**config.mk**
```make
export PLATFORM = sky130hd
export DESIGN_NAME = alias_scan_engine
export DESIGN_NICKNAME = d
export VERILOG_FILES = /design/src/rtl/alias_scan_pkg.sv /design/src/rtl/alias_scan_region.sv /design/src/rtl/alias_scan_walker.sv /design/src/rtl/alias_scan_engine.sv
export SDC_FILE = /design/constraint.sdc
export NUM_CORES = 1
export LEC_CHECK = 0
export BUFFER_PORTS_ARGS = -buffer_cell sky130_fd_sc_hd__buf_2
export CORE_AREA = 2 2 151 153
export CTS_CLUSTER_SIZE = 25
export DETAILED_ROUTE_END_ITERATION = 10
export DIE_AREA = 0 0 153 155
export PLACE_DENSITY = 0.76
export SYNTH_ARGS = -nofsm -noshare
export SYNTH_HDL_FRONTEND = slang
export SYNTH_SLANG_ARGS = --single-unit
```
**constraint.sdc**
```tcl
create_clock -name clk -period 3.5 [get_ports clk]
set_input_delay 0 -clock clk [delete_from_list [all_inputs] [get_ports clk]]
set_output_delay 0 -clock clk [all_outputs]
set_load 0.005 [all_outputs]
```
**src/rtl/alias_scan_pkg.sv**
```systemverilog
package alias_scan_pkg;

  localparam int SCAN_AW   = 32;
  localparam int ROT_BITS  = 2;
  localparam int CODE_W    = 16;

  typedef enum logic [1:0] {
    ST_IDLE    = 2'd0,
    ST_WRITE   = 2'd1,
    ST_RD_REQ  = 2'd2,
    ST_RD_WAIT = 2'd3
  } scan_state_t;

  localparam logic [CODE_W-1:0] CODE_PASS       = 16'h0000;
  localparam logic [CODE_W-1:0] CODE_MISCOMPARE = 16'h0300;
  localparam logic [CODE_W-1:0] CODE_BUS_ERR    = 16'h0402;
  localparam logic [CODE_W-1:0] CODE_HOST_ERR   = 16'h0403;

  // Test word for a byte address: left rotation by ROT_BITS.
  function automatic logic [SCAN_AW-1:0] addr_pattern(input logic [SCAN_AW-1:0] a);
    return (a << ROT_BITS) | (a >> (SCAN_AW - ROT_BITS));
  endfunction

  // Clear the byte-lane bits of an address held with one spare bit.
  function automatic logic [SCAN_AW:0] word_floor(input logic [SCAN_AW:0] a);
    return {a[SCAN_AW:2], 2'b00};
  endfunction

  // Move an address that lands in the reserved hole to the hole's end.
  function automatic logic [SCAN_AW:0] skip_hole(input logic [SCAN_AW:0] a,
                                                 input logic [SCAN_AW:0] hole_lo,
                                                 input logic [SCAN_AW:0] hole_hi);
    return (a >= hole_lo && a < hole_hi) ? hole_hi : a;
  endfunction

  function automatic logic [SCAN_AW:0] min_addr(input logic [SCAN_AW:0] a,
                                                input logic [SCAN_AW:0] b);
    return (a < b) ? a : b;
  endfunction

endpackage

```
**src/rtl/alias_scan_region.sv**
```systemverilog
module alias_scan_region
  import alias_scan_pkg::*;
#(
  parameter logic [SCAN_AW-1:0] FULL_BASE = 32'h0010_0000,
  parameter logic [SCAN_AW-1:0] SOAK_SPAN = 32'h0400_0000
) (
  input  logic               clk,
  input  logic               rst_n,
  input  logic               advance,
  input  logic               soak_mode,
  input  logic [SCAN_AW-1:0] top_of_mem,
  input  logic               ovr_en,
  input  logic [SCAN_AW-1:0] ovr_start,
  input  logic [SCAN_AW-1:0] ovr_end,
  output logic [SCAN_AW:0]   region_lo,
  output logic [SCAN_AW:0]   region_hi
);

  localparam logic [SCAN_AW:0] BASE_X = {1'b0, FULL_BASE};
  localparam logic [SCAN_AW:0] SPAN_X = {1'b0, SOAK_SPAN};

  logic [SCAN_AW:0] win_q;
  logic [SCAN_AW:0] win_end;
  logic [SCAN_AW:0] win_next;
  logic [SCAN_AW:0] top_x;

  assign top_x    = word_floor({1'b0, top_of_mem});
  assign win_end  = win_q + SPAN_X;
  assign win_next = (win_end >= top_x) ? BASE_X : win_end;

  always_comb begin
    if (soak_mode) begin
      region_lo = win_q;
      region_hi = min_addr(win_end, top_x);
    end else if (ovr_en) begin
      region_lo = word_floor({1'b0, ovr_start});
      region_hi = word_floor({1'b0, ovr_end});
    end else begin
      region_lo = word_floor(BASE_X);
      region_hi = top_x;
    end
  end

  always_ff @(posedge clk) begin
    if (!rst_n)       win_q <= BASE_X;
    else if (advance) win_q <= win_next;
  end

  // a soak window never exceeds one span
  p_soak_span_bound_r5: assert property (@(posedge clk) disable iff (!rst_n)
    (soak_mode && region_hi > region_lo) |-> ((region_hi - region_lo) <= SPAN_X))
    else $error("soak window wider than span");

  // the window offset moves only when a soak run is launched
  p_window_moves_on_advance_r5: assert property (@(posedge clk) disable iff (!rst_n)
    !advance |=> $stable(win_q))
    else $error("soak offset moved without a run");

endmodule

```
**src/rtl/alias_scan_walker.sv**
```systemverilog
module alias_scan_walker
  import alias_scan_pkg::*;
#(
  parameter logic [SCAN_AW-1:0] HOLE_BASE  = 32'h000A_0000,
  parameter logic [SCAN_AW-1:0] HOLE_LIMIT = 32'h000C_0000
) (
  input  logic             clk,
  input  logic             rst_n,
  input  logic             load,
  input  logic [SCAN_AW:0] load_addr,
  input  logic             step,
  input  logic [SCAN_AW:0] limit,
  output logic [SCAN_AW:0] cur,
  output logic             at_end
);

  localparam logic [SCAN_AW:0] WORD_BYTES = (SCAN_AW+1)'(4);
  localparam logic [SCAN_AW:0] HOLE_LO_X  = {1'b0, HOLE_BASE};
  localparam logic [SCAN_AW:0] HOLE_HI_X  = {1'b0, HOLE_LIMIT};

  logic [SCAN_AW:0] cur_q;
  logic [SCAN_AW:0] cur_d;

  always_comb begin
    cur_d = cur_q;
    if (load)      cur_d = skip_hole(word_floor(load_addr), HOLE_LO_X, HOLE_HI_X);
    else if (step) cur_d = skip_hole(cur_q + WORD_BYTES, HOLE_LO_X, HOLE_HI_X);
  end

  always_ff @(posedge clk) begin
    if (!rst_n) cur_q <= '0;
    else        cur_q <= cur_d;
  end

  assign cur    = cur_q;
  assign at_end = (cur_q >= limit);

  // each step moves forward by at least one word
  p_walk_ascending_r2: assert property (@(posedge clk) disable iff (!rst_n)
    (step && !load) |=> (cur_q >= $past(cur_q) + WORD_BYTES))
    else $error("walker did not advance");

endmodule

```
**src/rtl/alias_scan_engine.sv**
```systemverilog
module alias_scan_engine
  import alias_scan_pkg::*;
#(
  parameter logic [SCAN_AW-1:0] FULL_BASE  = 32'h0010_0000,
  parameter logic [SCAN_AW-1:0] SOAK_SPAN  = 32'h0400_0000,
  parameter logic [SCAN_AW-1:0] HOLE_BASE  = 32'h000A_0000,
  parameter logic [SCAN_AW-1:0] HOLE_LIMIT = 32'h000C_0000
) (
  input  logic                clk,
  input  logic                rst_n,
  input  logic                start,
  input  logic                soak_mode,
  input  logic [SCAN_AW-1:0]  top_of_mem,
  input  logic                ovr_en,
  input  logic [SCAN_AW-1:0]  ovr_start,
  input  logic [SCAN_AW-1:0]  ovr_end,
  input  logic                bus_err,
  input  logic                host_err,
  output logic                mem_req_valid,
  input  logic                mem_req_ready,
  output logic                mem_we,
  output logic [SCAN_AW-1:0]  mem_addr,
  output logic [SCAN_AW-1:0]  mem_wdata,
  input  logic                mem_rsp_valid,
  input  logic [SCAN_AW-1:0]  mem_rsp_data,
  output logic                busy,
  output logic                done,
  output logic                scan_pass,
  output logic [CODE_W-1:0]   status_code,
  output logic [SCAN_AW-1:0]  fail_addr,
  output logic [SCAN_AW-1:0]  fail_expected,
  output logic [SCAN_AW-1:0]  fail_actual
);

  scan_state_t state_q, state_d;

  logic [SCAN_AW:0] region_lo, region_hi;
  logic [SCAN_AW:0] lo_q, hi_q;
  logic [SCAN_AW:0] walk_cur;
  logic             walk_end;
  logic             walk_load, walk_step;
  logic [SCAN_AW:0] walk_load_addr;

  // named internal events
  logic             start_accept;
  logic             abort_evt;
  logic             req_fire;
  logic             miscompare_evt;
  logic             finish_evt;
  logic             fin_pass;
  logic [CODE_W-1:0] fin_code;
  logic [SCAN_AW-1:0] expected_word;

  logic               done_q, pass_q;
  logic [CODE_W-1:0]  code_q;
  logic [SCAN_AW-1:0] faddr_q, fexp_q, fact_q;

  alias_scan_region #(
    .FULL_BASE (FULL_BASE),
    .SOAK_SPAN (SOAK_SPAN)
  ) u_region (
    .clk        (clk),
    .rst_n      (rst_n),
    .advance    (start_accept && soak_mode),
    .soak_mode  (soak_mode),
    .top_of_mem (top_of_mem),
    .ovr_en     (ovr_en),
    .ovr_start  (ovr_start),
    .ovr_end    (ovr_end),
    .region_lo  (region_lo),
    .region_hi  (region_hi)
  );

  alias_scan_walker #(
    .HOLE_BASE  (HOLE_BASE),
    .HOLE_LIMIT (HOLE_LIMIT)
  ) u_walker (
    .clk       (clk),
    .rst_n     (rst_n),
    .load      (walk_load),
    .load_addr (walk_load_addr),
    .step      (walk_step),
    .limit     (hi_q),
    .cur       (walk_cur),
    .at_end    (walk_end)
  );

  assign busy          = (state_q != ST_IDLE);
  assign start_accept  = start && (state_q == ST_IDLE);
  assign abort_evt     = busy && (bus_err || host_err);
  assign mem_we        = (state_q == ST_WRITE);
  assign mem_req_valid = ((state_q == ST_WRITE) || (state_q == ST_RD_REQ))
                         && !walk_end && !bus_err && !host_err;
  assign mem_addr      = walk_cur[SCAN_AW-1:0];
  assign expected_word = addr_pattern(walk_cur[SCAN_AW-1:0]);
  assign mem_wdata     = expected_word;
  assign req_fire      = mem_req_valid && mem_req_ready;
  assign miscompare_evt = (state_q == ST_RD_WAIT) && mem_rsp_valid
                          && (mem_rsp_data != expected_word);

  assign walk_load      = start_accept || ((state_q == ST_WRITE) && walk_end);
  assign walk_load_addr = start_accept ? region_lo : lo_q;
  assign walk_step      = ((state_q == ST_WRITE) && req_fire)
                       || ((state_q == ST_RD_WAIT) && mem_rsp_valid && !miscompare_evt);

  always_comb begin
    state_d    = state_q;
    finish_evt = 1'b0;
    fin_pass   = 1'b0;
    fin_code   = CODE_PASS;
    case (state_q)
      ST_IDLE:   if (start) state_d = ST_WRITE;
      ST_WRITE:  if (walk_end) state_d = ST_RD_REQ;
      ST_RD_REQ: begin
        if (walk_end) begin
          state_d    = ST_IDLE;
          finish_evt = 1'b1;
          fin_pass   = 1'b1;
        end else if (req_fire) begin
          state_d = ST_RD_WAIT;
        end
      end
      ST_RD_WAIT: begin
        if (miscompare_evt) begin
          state_d    = ST_IDLE;
          finish_evt = 1'b1;
          fin_code   = CODE_MISCOMPARE;
        end else if (mem_rsp_valid) begin
          state_d = ST_RD_REQ;
        end
      end
      default: state_d = ST_IDLE;
    endcase
    if (abort_evt) begin
      state_d    = ST_IDLE;
      finish_evt = 1'b1;
      fin_pass   = 1'b0;
      fin_code   = bus_err ? CODE_BUS_ERR : CODE_HOST_ERR;
    end
  end

  always_ff @(posedge clk) begin
    if (!rst_n) begin
      state_q <= ST_IDLE;
      lo_q    <= '0;
      hi_q    <= '0;
    end else begin
      state_q <= state_d;
      if (start_accept) begin
        lo_q <= region_lo;
        hi_q <= region_hi;
      end
    end
  end

  always_ff @(posedge clk) begin
    if (!rst_n) begin
      done_q  <= 1'b0;
      pass_q  <= 1'b0;
      code_q  <= CODE_PASS;
      faddr_q <= '0;
      fexp_q  <= '0;
      fact_q  <= '0;
    end else begin
      done_q <= finish_evt;
      if (finish_evt) begin
        pass_q <= fin_pass;
        code_q <= fin_code;
        if (miscompare_evt && !abort_evt) begin
          faddr_q <= walk_cur[SCAN_AW-1:0];
          fexp_q  <= expected_word;
          fact_q  <= mem_rsp_data;
        end else begin
          faddr_q <= '0;
          fexp_q  <= '0;
          fact_q  <= '0;
        end
      end
    end
  end

  assign done          = done_q;
  assign scan_pass     = pass_q;
  assign status_code   = code_q;
  assign fail_addr     = faddr_q;
  assign fail_expected = fexp_q;
  assign fail_actual   = fact_q;

  // the reserved hole is never addressed
  p_hole_untouched_r6: assert property (@(posedge clk) disable iff (!rst_n)
    mem_req_valid |-> !(mem_addr >= HOLE_BASE && mem_addr < HOLE_LIMIT))
    else $error("request inside reserved hole");

  // requests stay inside the latched region
  p_inside_region_r2: assert property (@(posedge clk) disable iff (!rst_n)
    mem_req_valid |-> ({1'b0, mem_addr} >= lo_q && {1'b0, mem_addr} < hi_q))
    else $error("request outside region");

  // a stalled request is held unless the run aborts
  p_req_hold_r11: assert property (@(posedge clk) disable iff (!rst_n)
    (mem_req_valid && !mem_req_ready) |=>
      (abort_evt || (mem_req_valid && $stable(mem_addr) && $stable(mem_we))))
    else $error("stalled request changed");

  // an error presents no request in the cycle it is seen
  p_err_blocks_req_r7: assert property (@(posedge clk) disable iff (!rst_n)
    (bus_err || host_err) |-> !mem_req_valid)
    else $error("request presented during error");

  // abort yields done with an error code next cycle
  p_abort_reports_r8: assert property (@(posedge clk) disable iff (!rst_n)
    abort_evt |=> (done && !scan_pass && (status_code == CODE_BUS_ERR || status_code == CODE_HOST_ERR)))
    else $error("abort not reported");

  // a miscompare ends the run with its code
  p_miscompare_reports_r9: assert property (@(posedge clk) disable iff (!rst_n)
    (miscompare_evt && !abort_evt) |=> (done && status_code == CODE_MISCOMPARE && !busy))
    else $error("miscompare not reported");

  // done is a single-cycle pulse
  p_done_single_r10: assert property (@(posedge clk) disable iff (!rst_n)
    done |=> !done)
    else $error("done held for more than a cycle");

endmodule

```
==> run_results.csv, run 1 <==
group,metric,value,unit
cells_and_area,final_common_cell,"buf_2",
grt,grt.total_usage,26.9,%
cells_and_area,layout-drive-gt1-share,27.8,%
hold_path,worst_hold_startpoint,"top_of_mem[10]",
cells_and_area,fill_cells,1979,
logic_synthesis,synth_edf_count,0,
logic_synthesis,yosysUniqueCellTypes,73,
routing,wl_per_cell,18.5,um
setup_path,worstRegToRegCells,12,
placement,dp.cells,1698,
floorplan,coreArea,22200,um^2
placement,place_hpwl,23700,um
timing,fin_crit_sh,97.0,%
cells_and_area,nets,1695,
cells_and_area,final_cells,1809,
floorplan,die-area,23700,um^2
clock_tree,ctsRootBufferMaster,"clkbuf_16",
cells_and_area,fin_area,12800,um^2
setup_path,crit_type,"flip-flop to flip-flop",
routing,drcViolationCount,0,
timing,relSlewSlack,18.9,%
timing,fmax,295,MHz
setup_path,regToRegSetupSlack,0.11,ns
placement,postPlaceCellArea,11400,um^2
floorplan,start_util,45.8,%
setup_path,cp_top_family,"simple AND/OR/NAND/NOR gates",
logic_synthesis,yosysWarnings,0,
placement,place_congestion,0.900,
grt,grt_pass1_wl,51000,um
cells_and_area,n_antenna_cell,0,
power_and_ir_drop,power.density,551,nW/um^2
logic_synthesis,ys_seq_area_share,33.8,%
clock_tree,clk_latency,0.43,ns
placement,io_buffer_count,296,
job,max_cap_violations,0,
routing,dr.pass1.iters,8,
setup_path,r2r_end,"u_walker.cur[10]",
logic_synthesis,synthCells,1236,
power_and_ir_drop,total_leakage_power,5.84,nW
cells_and_area,layout_common_cells,"buf_2, nor2_1, dfxtp_1",
clock_tree,cts_buffers,17,
logic_synthesis,netlist_area,10200,um^2
setup_path,path_max_fanout,7,
power_and_ir_drop,ir_drop,0.342,mV
grt,antenna_found_initial,0,
timing,tightest_slew,1.22,ns
routing,vias,10237,
timing,drv_slew,0,
setup_path,cp.required,3.84,ns
clock_tree,path_clk_slew,0.07,ns
floorplan,fp-row-count,55,
setup_path,cp-start-kind,"flip-flop",
routing,drt_iter0_drc,948,
clock_tree,htree_levels,4,
clock_tree,cts_tree,"yes",
setup_path,crit_chain,"inv_1 -> ha_1 -> and2_0 -> a221o_1 -> a221oi_1 -> nand3_1 -> or2_2 -> and2_1 -> or2_4 -> buf_4 -> or4_1 -> a31oi_1",
grt,overflow,0,
timing,finalHoldViolCount,0,
timing,period_needed,3.39,ns
clock_tree,post_cts_buffers,0,
hold_path,hp-class,"input port to flip-flop",
logic_synthesis,synth-seq-cells,172,
cells_and_area,ff_latch_area,3440,um^2
clock_tree,cts_sinks,172,
hold_path,holdPathStages,3,
cells_and_area,synthToLayoutAreaGrowth,25.9,%
setup_path,r2r_start,"hi_q[20]",
logic_synthesis,synthFlopType,"dfxtp_1",
clock_tree,clock_path_buffers,2,
setup_path,critPathCaptureType,"flip-flop",
setup_path,crit_start,"hi_q[20]",
floorplan,die_w,153,um
routing,viasPerCell,5.66,
setup_path,critPathMaxStageDelay,0.39,ns
setup_path,critPathArrivalTime,3.74,ns
hold_path,min_to,"hi_q[10]",
grt,grt_pass1_vias,9737,
logic_synthesis,synth-async-reset-ratio,0,%
setup_path,slowest_stage,"or4_1",
setup_path,cp.buffers_inverters,2,
routing,ant_nets,0,
floorplan,fp.dieH,155,um
routing,routed_wl,33500,um
logic_synthesis,avgSynthCellArea,8.23,um^2
timing,setup_viol,0,
status,outcome,"completed",
timing,finClkSkew,0.00981,ns
timing,holdWs,0.00831,ns
timing,fin_tns_setup,0,ns
timing,rsz0062_at_grt,"true",
cells_and_area,multi_input_area,5380,um^2
grt,grt_max_degree,77,
floorplan,design.portCount,318,
area by class of cell:
type | instances | share of cell area (%)
Tap cell | 285 | 2.78
Clock inverter | 12 | 0.879
Clock buffer | 19 | 3.46
Sequential cell | 172 | 26.9
Multi-Input combinational cell | 821 | 42.0
Inverter | 53 | 1.57
Timing Repair Buffer | 447 | 22.4
stage by stage:
stage	utilization [%]	power (mW)	worst slack, ns
finish	57.6	7.06	0.106
global route	57.6	7.45	-0.0269
CTS	57.5	7.01	0.0617
detailed placement	51.4	5.09	0.0861
global placement	51.4	5.04	0.181
floorplan	-	4.20	0.228
worst reg2reg max path: stages, from the launching register on:
cell,delay (ns)
dfxtp_1,0.36
inv_1,0.05
ha_1,0.28
and2_0,0.18
a221o_1,0.34
a221oi_1,0.37
nand3_1,0.19
or2_2,0.35
and2_1,0.18
or2_4,0.30
buf_4,0.16
or4_1,0.39
a31oi_1,0.17
power by group:
part / switching, mW / internal (mW) / total [mW] / leakage [nW]
logic: 1.78 / 1.16 / 2.94 / 4.17
registers: 0.111 / 2.17 / 2.28 / 1.40
clock network: 0.836 / 1.00 / 1.84 / 0.270
total: 2.73 / 4.33 / 7.06 / 5.84
sequential cells by signal, indices dropped and copies added, names as in the netlist:
signal,count
done,1
state_q,2
u_region.win_q,8
fail_actual,32
scan_pass,1
fail_expected,1
fail_addr,30
status_code,3
u_walker.cur,31
lo_q,31
hi_q,32
timing repair:
item / 4_1_cts / 5_1_grt
hold endpoints to repair: 75 / 0
setup endpoints to repair: 0 / 21
gates resized for setup: 0 / 7
hold buffers: 80 / 0
Yosys cell counts, types with 5 or more instances:
library cell  count  area, um^2
xnor2_1          28         245
a21o_1            5        37.5
nor2_1          188         706
a221o_1           7        70.1
and4_1            5        43.8
a21oi_1          44         220
nand4_1          22         138
a211oi_1         28         210
a22oi_1          94         706
o31ai_1           5        37.5
and2_1           16         100
nor3_1           13        65.1
ha_1             46         576
nand2_1          47         176
buf_4           117         878
inv_1            53         199
a311oi_1         23         201
nand3_1          32         160
o221ai_1          7        61.3
a221oi_1          6        52.6
buf_2             9        45.0
xor2_1           16         140
mux2i_1          30         300
a31oi_1           7        43.8
o2bb2ai_1         5        43.8
o21ai_0          29         145
dfxtp_1         172        3440
nor4_1           16         100
nand2b_1          6        37.5
clkbuf_1         64         240
and3_1           14        87.6
buf_1            12        45.0
cells by family (layout without fill, tap and decap cells):
family                     count (synthesis)  in the layout  share of synthesized area [%]
adders and majority gates                 46             46                           5.66
and+or+nand+nor                          388            388                           18.3
muxes                                     31             31                           3.06
DFF                                      172            172                           33.8
other                                      1             15                         0.0369
AOI/OAI and AO/OA                        297            297                           21.3
xor gates and xnor gates                  44             44                           3.79
buffers and inverters                    257            531                           14.1
per-layer routing:
layer / wire, um / up-vias / track usage, %
li1: - / 4850 / -
met1: 13600 / 4851 / 33.4
met2: 16600 / 464 / 47.1
met3: 2350 / 72 / 4.04
met4: 962 / 0 / 10.4
met5: 0 / - / 0
how the worst max path moves through the flow:
stage / to / slack, ns / depth (start not counted)
CTS: u_walker.cur[14] / 0.06 / 11
global placement: u_walker.cur[10] / 0.18 / 13
detailed placement: u_walker.cur[14] / 0.09 / 11
global route: u_walker.cur[14] / -0.03 / 11
finish: u_walker.cur[10] / 0.11 / 12
floorplan: u_walker.cur[24] / 0.23 / 12
(Power assumes the default switching activity.)
==> run 2: changes to the inputs <==
- clock period: 3.5 -> 3 ns (I/O delays scaled with it)
==> run 2 against run 1 <==
Effect of this change:
- the run now ends with setup timing left
- total power grew 39%
- cell count grew 5.4%
- worst setup slack lost 0.26 ns
- register-to-register slack lost 0.26 ns
==> run_results.csv, run 2 (same netlist as run 1, synthesis figures left out) <==
group,metric,value,unit
grt,met1_usage,34.8,%
cells_and_area,layout-drive-gt1-share,36.1,%
routing,drt_iter0_drc,988,
clock_tree,ctsRootBufferMaster,"clkbuf_16",
power_and_ir_drop,seqPwrFrac,27.8,%
power_and_ir_drop,swShare,36.7,%
setup_path,path_max_fanout,7,
routing,viasPerCell,5.67,
timing,relSlewSlack,37.8,%
job,max_cap_violations,0,
grt,grt_pass1_wl,54000,um
routing,ant_nets,0,
grt,overflow,0,
timing,fin_ws,-0.156,ns
timing,holdWs,0.00182,ns
grt,grt.total_usage,28.5,%
power_and_ir_drop,pwr-share-comb,46.4,%
routing,dr.pass1.iters,8,
power_and_ir_drop,p_clk_share,25.8,%
cells_and_area,final_cells,1907,
hold_path,hp-class,"input port to flip-flop",
power_and_ir_drop,fin_total_pwr,9.79,mW
setup_path,cpMostUsedCell,"buf_6",
clock_tree,clock_path_buffers,2,
setup_path,critPathArrivalTime,3.47,ns
floorplan,die-area,23700,um^2
grt,met2_usage,49.5,%
cells_and_area,final_common_cell,"buf_2",
timing,setup_viol,29,
grt,grt_max_degree,66,
timing,period_needed,3.16,ns
floorplan,start_util,45.8,%
setup_path,cp-start-kind,"flip-flop",
cells_and_area,synthToLayoutAreaGrowth,39.5,%
timing,fin_crit_sh,105,%
power_and_ir_drop,ir_drop,0.405,mV
routing,vias,10819,
clock_tree,cts_buffers,17,
timing,rsz0062_at_grt,"true",
setup_path,cp.required,3.32,ns
placement,dp_slack,-0.386,ns
power_and_ir_drop,p_int,6.20,mW
routing,routed_wl,37000,um
power_and_ir_drop,p_sw,3.59,mW
clock_tree,clk_latency,0.43,ns
timing,tightest_slew,0.923,ns
floorplan,die_w,153,um
status,outcome,"finished with violations",
routing,drcViolationCount,0,
cells_and_area,nets,1794,
clock_tree,cts_sinks,172,
floorplan,fp.dieH,155,um
placement,place_congestion,0.930,
placement,dp.cells,1773,
floorplan,fp-row-count,55,
timing,finClkSkew,0.0125,ns
grt,grt_pass1_vias,10156,
routing,wl_per_cell,19.4,um
cells_and_area,layout_common_cells,"buf_2, nor2_1, dfxtp_1",
timing,drv_slew,0,
setup_path,crit_chain,"nand3_2 -> or4_4 -> buf_6 -> nor2_1 -> a31oi_1 -> a211o_1 -> o41ai_4 -> buf_4 -> or2_4 -> buf_12 -> buf_6 -> o2bb2ai_2 -> a221o_1",
timing,finalHoldViolCount,0,
setup_path,critPathCaptureType,"flip-flop",
floorplan,design.portCount,318,
clock_tree,cts_tree,"yes",
cells_and_area,n_antenna_cell,0,
clock_tree,htree_levels,4,
timing,fmax,317,MHz
clock_tree,path_clk_slew,0.07,ns
power_and_ir_drop,power.density,690,nW/um^2
grt,top_usage_layer,"met2",
power_and_ir_drop,total_leakage_power,6.54,nW
setup_path,regToRegSetupSlack,-0.16,ns
setup_path,critPathMaxStageDelay,0.58,ns
setup_path,slowest_stage,"or4_4",
floorplan,coreArea,22200,um^2
grt,use_met3,4.96,%
timing,fin_tns_setup,-1.69,ns
setup_path,crit_type,"flip-flop to flip-flop",
grt,antenna_found_initial,0,
status,violations,"setup timing",
placement,io_buffer_count,296,
placement,place_hpwl,25600,um
run 2: layer usage:
metal,vias up,wire length [um]
met4,0,1400
met5,-,0
li1,5054,-
met3,107,2480
met2,514,18500
met1,5144,14700
run 2: final cells by class:
cell class,count,area [um^2]
well taps,285,357
fillers,1816,8030
multi-input cells,822,5700
inverters,53,201
flip-flops and latches,172,3480
repair buffers,545,3800
clock buffers,20,447
clock inverters,10,213
run 2: repair_timing:
| action | in CTS | in global routing |
|---|---|---|
| pin swaps | 18 | 29 |
| resized for setup | 32 | 63 |
| setup buffers | 12 | 12 |
| setup endpoints to repair | 90 | 107 |
| cloned | 1 | 8 |
| hold buffers | 74 | 0 |
| endpoints found under the hold margin | 68 | 0 |
run 2: final timing paths:
path | cells past startpoint | from | endpoint
max | 13 | u_walker.cur[16] | u_walker.cur[5]
min | 3 | top_of_mem[13] | hi_q[13]
min reg2reg | 2 | hi_q[27] | hi_q[27]
max reg2reg | 13 | u_walker.cur[16] | u_walker.cur[5]
run 2: critical path, delay by kind of cell, from the launching register on:
kind	cells	cell delay [ns]
AND/OR/NAND/NOR	4	1.03
buffers and inverters	4	0.56
flip-flops	1	0.40
AO/OA/AOI/OAI	5	1.04
run 2: power groups by stage:
stage          Sequential, mW  Clock, mW  Combinational (mW)
6_report                 2.73       2.53                4.54
4_1_cts                  2.72       2.53                3.84
5_1_grt                  2.75       2.64                4.84
3_3_place_gp             2.75          0                3.50
2_1_floorplan            2.74          0                2.21
3_5_place_dp             2.76          0                3.55
run 2: metrics by stage:
| step | cell area [um^2] | util, % |
|---|---|---|
| 6_report | 14200 | 63.9 |
| 5_1_grt | 14200 | 63.9 |
| 4_1_cts | 13700 | 61.6 |
| 3_5_place_dp | 12100 | 54.3 |
| 2_1_floorplan | 10300 | - |
| 3_3_place_gp | 12100 | 54.3 |
==> run 3: changes to the inputs <==
- CORE_AREA: 2 2 151 153 -> 2 2 155 157
- DIE_AREA: 0 0 153 155 -> 0 0 157 159
- PLACE_DENSITY: 0.76 -> 0.77
- SYNTH_HIERARCHICAL: unset -> 1
==> run 3 against run 2 <==
Effect of this change:
- synthesized cell count grew 16%
- the flow still finishes with violations (setup timing)
- design area grew 4.4%
- total power decreased by 9.4%
- highest routed layer unchanged
==> run_results.csv, run 3 <==
group,metric,value,unit
logic_synthesis,synthCells,1438,
hold_path,worst_hold_startpoint,"top_of_mem[9]",
cells_and_area,regMostFlops,"hi_q",
timing,period_needed,3.47,ns
power_and_ir_drop,power.density,599,nW/um^2
routing,drt_iter0_drc,1444,
grt,grt_pass1_wl,58200,um
setup_path,cp.required,3.31,ns
setup_path,r2r_end,"u_walker/cur[24]",
setup_path,slowest_stage,"dfxtp_4",
cells_and_area,synthToLayoutAreaGrowth,35.5,%
routing,vias,12048,
clock_tree,clk_latency,0.44,ns
clock_tree,cts_sinks,174,
power_and_ir_drop,seqPwrFrac,29.8,%
setup_path,path_max_fanout,5,
power_and_ir_drop,p_sw,3.47,mW
status,violations,"setup timing",
power_and_ir_drop,p_clk_share,24.4,%
setup_path,crit_end,"u_walker/cur[24]",
cells_and_area,layout_common_cells,"nand2_1, buf_2, dfxtp_1",
placement,io_buffer_count,296,
grt,overflow,0,
floorplan,coreArea,23200,um^2
logic_synthesis,netlist_area,10900,um^2
timing,rsz0062_at_grt,"true",
setup_path,cpMostUsedCell,"a21o_1",
grt,grt_pass1_vias,11071,
logic_synthesis,avgSynthCellArea,7.61,um^2
timing,finalHoldViolCount,0,
clock_tree,htree_levels,4,
floorplan,die-area,25000,um^2
status,outcome,"finished with violations",
timing,finClkSkew,0.0146,ns
routing,routed.top_layer,"met4",
clock_tree,cts_buffers,17,
setup_path,crit_type,"flip-flop to flip-flop",
cells_and_area,layout-drive-gt1-share,31.7,%
placement,place_congestion,0.935,
floorplan,fp.dieH,159,um
cells_and_area,n_antenna_cell,0,
setup_path,cp_num_cells,17,
timing,fin_ws,-0.474,ns
timing,drv_slew,0,
setup_path,crit_start,"u_walker/cur[18]",
cells_and_area,final_cells,2128,
routing,viasPerCell,5.66,
setup_path,cp_top_family,"compound AO/OA/AOI/OAI gates",
timing,fin_crit_sh,116,%
power_and_ir_drop,total_leakage_power,6.74,nW
placement,dp.cells,2002,
timing,fmax,288,MHz
timing,setup_viol,86,
power_and_ir_drop,swShare,39.1,%
routing,dr.pass1.iters,6,
setup_path,cp-start-kind,"flip-flop",
cells_and_area,final_core_util,63.9,%
cells_and_area,nets,1979,
routing,drcViolationCount,0,
clock_tree,clock_path_buffers,2,
cells_and_area,largest_register_ffs,33,
setup_path,critPathCaptureType,"flip-flop",
clock_tree,ctsRootBufferMaster,"clkbuf_16",
setup_path,r2r_start,"u_walker/cur[18]",
floorplan,die_w,157,um
clock_tree,cts_tree,"yes",
routing,routed_wl,40600,um
routing,wl_met1,16300,um
cells_and_area,final_common_cell,"nand2_1",
setup_path,critPathArrivalTime,3.78,ns
floorplan,fp-row-count,56,
setup_path,cp.buffers_inverters,3,
setup_path,crit_chain,"ha_4 -> a21o_1 -> a21o_1 -> a21o_1 -> a21o_1 -> a211oi_2 -> o21bai_1 -> a311oi_2 -> o31ai_2 -> nor4b_2 -> nand3_1 -> o31ai_4 -> inv_2 -> buf_6 -> buf_12 -> o31ai_1 -> a31oi_1",
clock_tree,path_clk_slew,0.08,ns
setup_path,regToRegSetupSlack,-0.47,ns
setup_path,worstRegToRegCells,17,
grt,grt.total_usage,29.3,%
timing,holdWs,0.0167,ns
floorplan,start_util,47.2,%
power_and_ir_drop,fin_total_pwr,8.88,mW
hold_path,hp-class,"input port to flip-flop",
power_and_ir_drop,ir_drop,0.419,mV
placement,place_hpwl,27600,um
routing,wl_per_cell,19.1,um
routing,wl_met3,3260,um
routing,ant_nets,0,
grt,grt_max_degree,68,
setup_path,critPathMaxStageDelay,0.35,ns
job,max_cap_violations,0,
grt,antenna_found_initial,0,
routing,met2WireLength,19300,um
floorplan,design.portCount,318,
timing,tightest_slew,0.795,ns
logic_synthesis,yosysWarnings,6,
power_and_ir_drop,pwr-share-comb,45.8,%
power_and_ir_drop,p_int,5.41,mW
timing,relSlewSlack,47.0,%
==> run 3: timing repair <==
item | in CTS | in global routing
hold endpoints to repair | 76 | 0
hold buffers | 76 | 0
endpoints found under the setup margin | 88 | 129
buffers inserted | 3 | 7
resized for setup | 15 | 80
pin swaps | 14 | 27
gates cloned | 0 | 8
==> run 3: worst min-delay path: cells and delay by family <==
kind                   cells  cell delay (ns)
buffers and inverters      1             0.12
AND/OR/NAND/NOR            2             0.15
AO/OA/AOI/OAI              2             0.14
==> run 3: how the worst min path moves through the flow <==
| stage | to | slack (ns) | cells after the start |
|---|---|---|---|
| 4_1_cts | hi_q[9] | 0.002 | 5 |
| 3_3_place_gp | fail_actual[1] | 0.28 | 3 |
| 6_report | hi_q[9] | 0.02 | 5 |
| 3_5_place_dp | fail_actual[1] | 0.29 | 3 |
| 2_1_floorplan | mem_req_valid | 0.03 | 1 |
| 5_1_grt | hi_q[9] | 0.02 | 5 |
==> run 3: power groups by stage <==
stage	sequential (mW)	combinational (mW)	clock, mW
floorplan	2.74	1.92	0
global placement	2.69	3.10	0
detailed placement	2.69	3.14	0
CTS	2.64	3.29	2.18
global route	2.66	4.33	2.29
finish	2.65	4.07	2.16
==> run 3: final cells by class <==
| type | count | area [um^2] |
|---|---|---|
| fillers | 1953 | 8370 |
| multi-input cells | 1040 | 6630 |
| repair buffers | 507 | 3520 |
| flip-flops and latches | 174 | 3510 |
| clock buffers | 19 | 433 |
| well taps | 319 | 399 |
| inverters | 56 | 210 |
| clock inverters | 13 | 129 |
==> run 3: metal layers <==
metal  vias to the layer above  global-route usage (%)
li1                       5632                       -
met5                         -                       0
met3                       113                    5.82
met2                       679                    48.6
met1                      5624                    37.4
met4                         0                    11.2
==> run 3: stage by stage <==
| step | TNS [ns] | area, um^2 | setup WS, ns |
|---|---|---|---|
| floorplan | -6.77 | 11100 | -0.335 |
| global placement | -11.35 | 12800 | -0.468 |
| detailed placement | -14.65 | 12800 | -0.580 |
| CTS | -9.87 | 14200 | -0.374 |
| global route | -27.14 | 14800 | -0.673 |
| finish | -13.99 | 14800 | -0.474 |
